[config.mk]
export PLATFORM = sky130hd
export DESIGN_NAME = frame_parser
export DESIGN_NICKNAME = d
export VERILOG_FILES = /design/src/rtl/frame_parser.sv
export SDC_FILE = /design/constraint.sdc
export NUM_CORES = 1
export LEC_CHECK = 0
export BUFFER_PORTS_ARGS = -buffer_cell sky130_fd_sc_hd__buf_2
export CAP_MARGIN = 25
export CELL_PAD_IN_SITES_DETAIL_PLACEMENT = 0
export CELL_PAD_IN_SITES_GLOBAL_PLACEMENT = 1
export CORE_UTILIZATION = 52
export DETAILED_ROUTE_END_ITERATION = 10
export GPL_TIMING_DRIVEN = 0
export PLACE_DENSITY = 0.9
export SKIP_LAST_GASP = 1
export SYNTH_ARGS = -nofsm -noshare
export SYNTH_HDL_FRONTEND = slang
export SYNTH_SLANG_ARGS = --single-unit
[constraint.sdc]
create_clock -name clk -period 6 [get_ports clk]
set_input_delay 0.6 -clock clk [delete_from_list [all_inputs] [get_ports clk]]
set_output_delay 0.6 -clock clk [all_outputs]
set_load 0.05 [all_outputs]
[src/rtl/frame_parser.sv]
module frame_parser #(
  parameter int DEPTH     = 256,
  parameter int MAX_WORDS = 16
) (
  input  logic        clk,
  input  logic        rst_n,
  input  logic        enable,
  input  logic [7:0]  nve,
  input  logic [7:0]  npe,
  input  logic        rx_valid,
  input  logic        rx_sof,
  input  logic        rx_eof,
  input  logic [31:0] rx_data,
  output logic [7:0]  tbl_idx,
  input  logic [91:0] tbl_entry,
  output logic        vd_valid,
  output logic        vd_accept,
  output logic [7:0]  vd_chan,
  output logic        idle
);

  localparam int AW = (MAX_WORDS > 1) ? $clog2(MAX_WORDS) : 1;
  localparam int LW = $clog2(MAX_WORDS + 1);
  localparam int SW = $clog2(DEPTH + 1);

  typedef enum logic [1:0] {S_IDLE, S_CAP, S_WALK} state_t;

  state_t         st_q;
  logic [8:0]     idx_q;
  logic [SW-1:0]  steps_q;
  logic [LW-1:0]  len_q;
  logic [31:0]    words_q [MAX_WORDS];

  logic [31:0] e_pat, e_mask;
  logic [7:0]  e_off, e_jump, e_chan;
  logic        e_acc, e_rej, e_inv, e_chain;

  assign e_pat   = tbl_entry[91:60];
  assign e_mask  = tbl_entry[59:28];
  assign e_off   = tbl_entry[27:20];
  assign e_jump  = tbl_entry[19:12];
  assign e_chan  = tbl_entry[11:4];
  assign e_acc   = tbl_entry[3];
  assign e_rej   = tbl_entry[2];
  assign e_inv   = tbl_entry[1];
  assign e_chain = tbl_entry[0];

  assign tbl_idx = idx_q[7:0];
  assign idle    = !enable && (st_q == S_IDLE);

  logic        start, store;
  logic [31:0] cur_word;
  logic [7:0]  limit;
  logic        hit, at_end;

  assign start = (st_q == S_IDLE) && enable && rx_valid && rx_sof;
  assign store = start || ((st_q == S_CAP) && rx_valid && (len_q < LW'(MAX_WORDS)));
  assign limit = (nve < npe) ? nve : npe;

  assign cur_word = ({1'b0, e_off} < 9'(len_q)) ? words_q[e_off[AW-1:0]] : 32'h0;
  assign hit      = ((((cur_word ^ e_pat) & e_mask) == 32'h0)) ^ e_inv;
  assign at_end   = (idx_q >= {1'b0, limit}) || (steps_q >= SW'(DEPTH));

  logic       done, d_acc;
  logic [7:0] d_chan;
  logic [8:0] nxt_idx;

  always_comb begin
    done    = 1'b0;
    d_acc   = 1'b1;
    d_chan  = 8'h0;
    nxt_idx = idx_q + 9'd1;
    if (at_end) begin
      done = 1'b1;
    end else if (e_chain) begin
      nxt_idx = hit ? {1'b0, e_jump} : ({1'b0, e_jump} + 9'd1);
    end else if (hit && e_acc) begin
      done   = 1'b1;
      d_chan = e_chan;
    end else if (hit && e_rej) begin
      done  = 1'b1;
      d_acc = 1'b0;
    end
  end

  always_ff @(posedge clk) begin
    if (store) words_q[start ? AW'(0) : len_q[AW-1:0]] <= rx_data;
  end

  always_ff @(posedge clk) begin
    if (!rst_n) begin
      st_q      <= S_IDLE;
      idx_q     <= '0;
      steps_q   <= '0;
      len_q     <= '0;
      vd_valid  <= 1'b0;
      vd_accept <= 1'b0;
      vd_chan   <= '0;
    end else begin
      vd_valid <= 1'b0;
      case (st_q)
        S_IDLE: if (start) begin
          len_q   <= LW'(1);
          idx_q   <= '0;
          steps_q <= '0;
          st_q    <= rx_eof ? S_WALK : S_CAP;
        end
        S_CAP: if (rx_valid) begin
          if (len_q < LW'(MAX_WORDS)) len_q <= len_q + LW'(1);
          if (rx_eof) st_q <= S_WALK;
        end
        S_WALK: begin
          if (done) begin
            vd_valid  <= 1'b1;
            vd_accept <= d_acc;
            vd_chan   <= d_chan;
            st_q      <= S_IDLE;
          end else begin
            idx_q   <= nxt_idx;
            steps_q <= steps_q + SW'(1);
          end
        end
        default: st_q <= S_IDLE;
      endcase
    end
  end

endmodule

==> metrics.cfg <==
[detailed_routing]
ant_nets = 0
drt_iter0_markers = 1766
drc = 0
drt-total-wl_um = 66300
wl_per_cell_um = 28.1
via_per_inst = 6.43
drtPass1Iterations = 5
vias = 15200

[final_layout]
area_growth_pct = 16.1
fill_cells = 3198
nets = 1887
drive_above_1_share = 0.260
final_area_um2 = 27800
fin_cells = 2362

[clock_tree]
cts-resized-gates = 0
postCtsHoldBufs = 0
postCtsSetupRepairBufs = 0
root_buffer = clkbuf_16
numCtsBuffers = 52
tritoncts = done
htree_num_levels = 2
clock-sinks = 547
cts.clk_slew.worst_paths_ns = 0.06
clk_latency_ns = 0.60
clockBufferDepth = 3

[setup_path]
path_max_fanout = 10
cp-start-kind = flop
worst_ep_required_time_ns = 6.47
crit_path_end_kind = flop
critPathKind = reg2reg
cp.arrival_ns = 6.03

[yosys]
synthDistinctLibCells = 92
syn-num-nets = 1634
synth_top_cell_area_share = 0.643
synthTopCellsByCount = edfxtp_1, mux2i_1, nand2_1, mux4_2, nor2_1
syn_area_per_cell_um2 = 16.3
synthCells = 1465
synth_sequential_area_ratio = 0.672
synth.most_common_cell = edfxtp_1
synth-main-ff-cell = edfxtp_1
ys_async_sr_fraction = 0
ys_ff_latch = 547
synthTopCellsByArea = edfxtp_1, mux4_2, mux2i_1, dfxtp_1, ha_1
synth_top_area_cell = edfxtp_1
synth.yosys.warnings = 0
synth-edff-count = 512
syn_area_um2 = 23900

[global_routing]
grt_max_degree = 22
grt_pass1_vias = 15000
grt_first_pass_wirelength_um = 96600
grt_usage = 0.284
grtUsageMet3 = 0.0508
use_met1 = 0.358
grt_overflow_total = 0
met2_usage = 0.488
antenna_found_initial = 5
busiest_layer = met2

[sta]
tns_ns = 0
rsz0062_at_grt = no
fin_skew_ns = 0.0132
setup_viol = 0
fmax_mhz = 180
fin_crit_sh = 0.926
tightest_slew_ns = 1.02
drv_slew = 0
slew_headroom = 0.319
hold_viol = 0
timing.hold.ws_ns = 0.216
min_period_ns = 5.56

[placed_design]
place.detailed.hpwl_um = 45100
gp_congestion = 0.941
dp.cells = 2264
io_buffer_count = 163
dpl_cell_area_um2 = 26100

[power_and_ir_drop]
p_per_area_nw_per_um2 = 290
power_leakage_uw = 0.00973
ir_worst_vdd_v = 0.000192
total_power_uw = 8050

[floorplanning]
die_w_um = 216
start_util = 0.527
core-area_um2 = 45400
io_pins = 165
fp.dieArea_um2 = 46900
dieHeight_um = 216
row_count = 78

[run_status]
status = completed

[flow_run]
drv_cap = 0

[hold_path]
hold_class = in2reg

-- layer usage --
layer  routed length [um]  vias to the layer above
li1                     -                     6477
met5                   23                        -
met3                 5480                      163
met4                 2440                        4
met2                33500                      815
met1                24800                     7719
-- final timing paths --
check	to	cells past startpoint	from	slack, ns
min	vd_chan[1]	2	tbl_entry[5]	0.22
max reg2reg	idx_q[3]	17	len_q[1]	0.44
min reg2reg	steps_q[8]	2	steps_q[8]	0.47
max	idx_q[3]	17	len_q[1]	0.44
-- critical path, stage by stage, from the launching register on --
cell and delay (ns):
dfxtp_1 0.34, clkbuf_1 0.47, inv_1 0.16, ha_1 0.31, o211ai_1 0.08, o21ai_1 0.68
a21oi_1 0.18, buf_2 0.27, buf_1 0.32, and4b_1 0.31, or4_1 0.44, nor4_1 0.43
and4_1 0.37, buf_4 0.20, a21oi_2 0.10, o31a_1 0.31, o31ai_1 0.30, o22ai_1 0.13
-- metrics by stage --
stage	util	worst slack [ns]
after detailed placement	0.575	0.118
after global placement	0.562	-1.72
final	0.612	0.443
after floorplan	-	1.02
after CTS	0.612	0.572
after global routing	0.612	0.194
-- final cells by class --
class                           count  area [um^2]  area share
Sequential cell                   547        16100       0.579
Multi-Input combinational cell    807         7230       0.260
Clock buffer                       62         1340      0.0482
Timing Repair Buffer              199         1320      0.0474
Tap cell                          600          751      0.0270
Buffer                             82          621      0.0223
Clock inverter                     33          333      0.0120
Inverter                           29          109     0.00392
Antenna cell                        3         7.51    0.000270
-- cell families (layout without fill, tap and decap cells) --
family,after synthesis,count (layout),share of synthesized area
DFF,547,547,0.672
and+or+nand+nor,321,321,0.0747
muxes,228,228,0.134
AOI/OAI and AO/OA,227,227,0.0736
buffers and inverters,111,405,0.0305
adders and majority gates,23,23,0.0120
xor gates and xnor gates,8,8,0.00293
other,0,3,0
-- flip-flops by register name, indices dropped and copies added (netlist names) --
signal     count
len_q          5
vd_valid       1
idx_q          9
vd_chan        8
st_q           2
vd_accept      1
steps_q        9
words_q      512
-- cell usage in the layout (no fill, tap or decap), types with 10 or more instances in the layout --
| master | count |
|---|---|
| and3_1 | 10 |
| inv_1 | 29 |
| a2111oi_0 | 10 |
| clkinv_2 | 10 |
| edfxtp_1 | 512 |
| nor2b_1 | 21 |
| mux2i_1 | 146 |
| nand3_1 | 31 |
| buf_6 | 36 |
| nor2_1 | 41 |
| clkinv_1 | 10 |
| nand4_1 | 29 |
| a22oi_1 | 35 |
| ha_1 | 23 |
| o21ai_0 | 18 |
| buf_4 | 20 |
| a211oi_1 | 19 |
| nor3b_1 | 10 |
| nor3_1 | 10 |
| clkbuf_16 | 52 |
| buf_2 | 180 |
| nand2_1 | 76 |
| buf_12 | 15 |
| mux2_2 | 10 |
| nor2_4 | 10 |
| dfxtp_1 | 35 |
| nand2b_1 | 12 |
| clkbuf_1 | 30 |
| a21oi_1 | 32 |
| a22o_1 | 18 |
| mux4_2 | 69 |
-- where the power goes --
group,internal (uW),switching [uW],leakage (uW)
Sequential,4180,6.15,0.00489
Combinational,226,367,0.00403
Clock,1850,1420,0.000813
Total,6260,1790,0.00973
(Power assumes the default switching activity.)
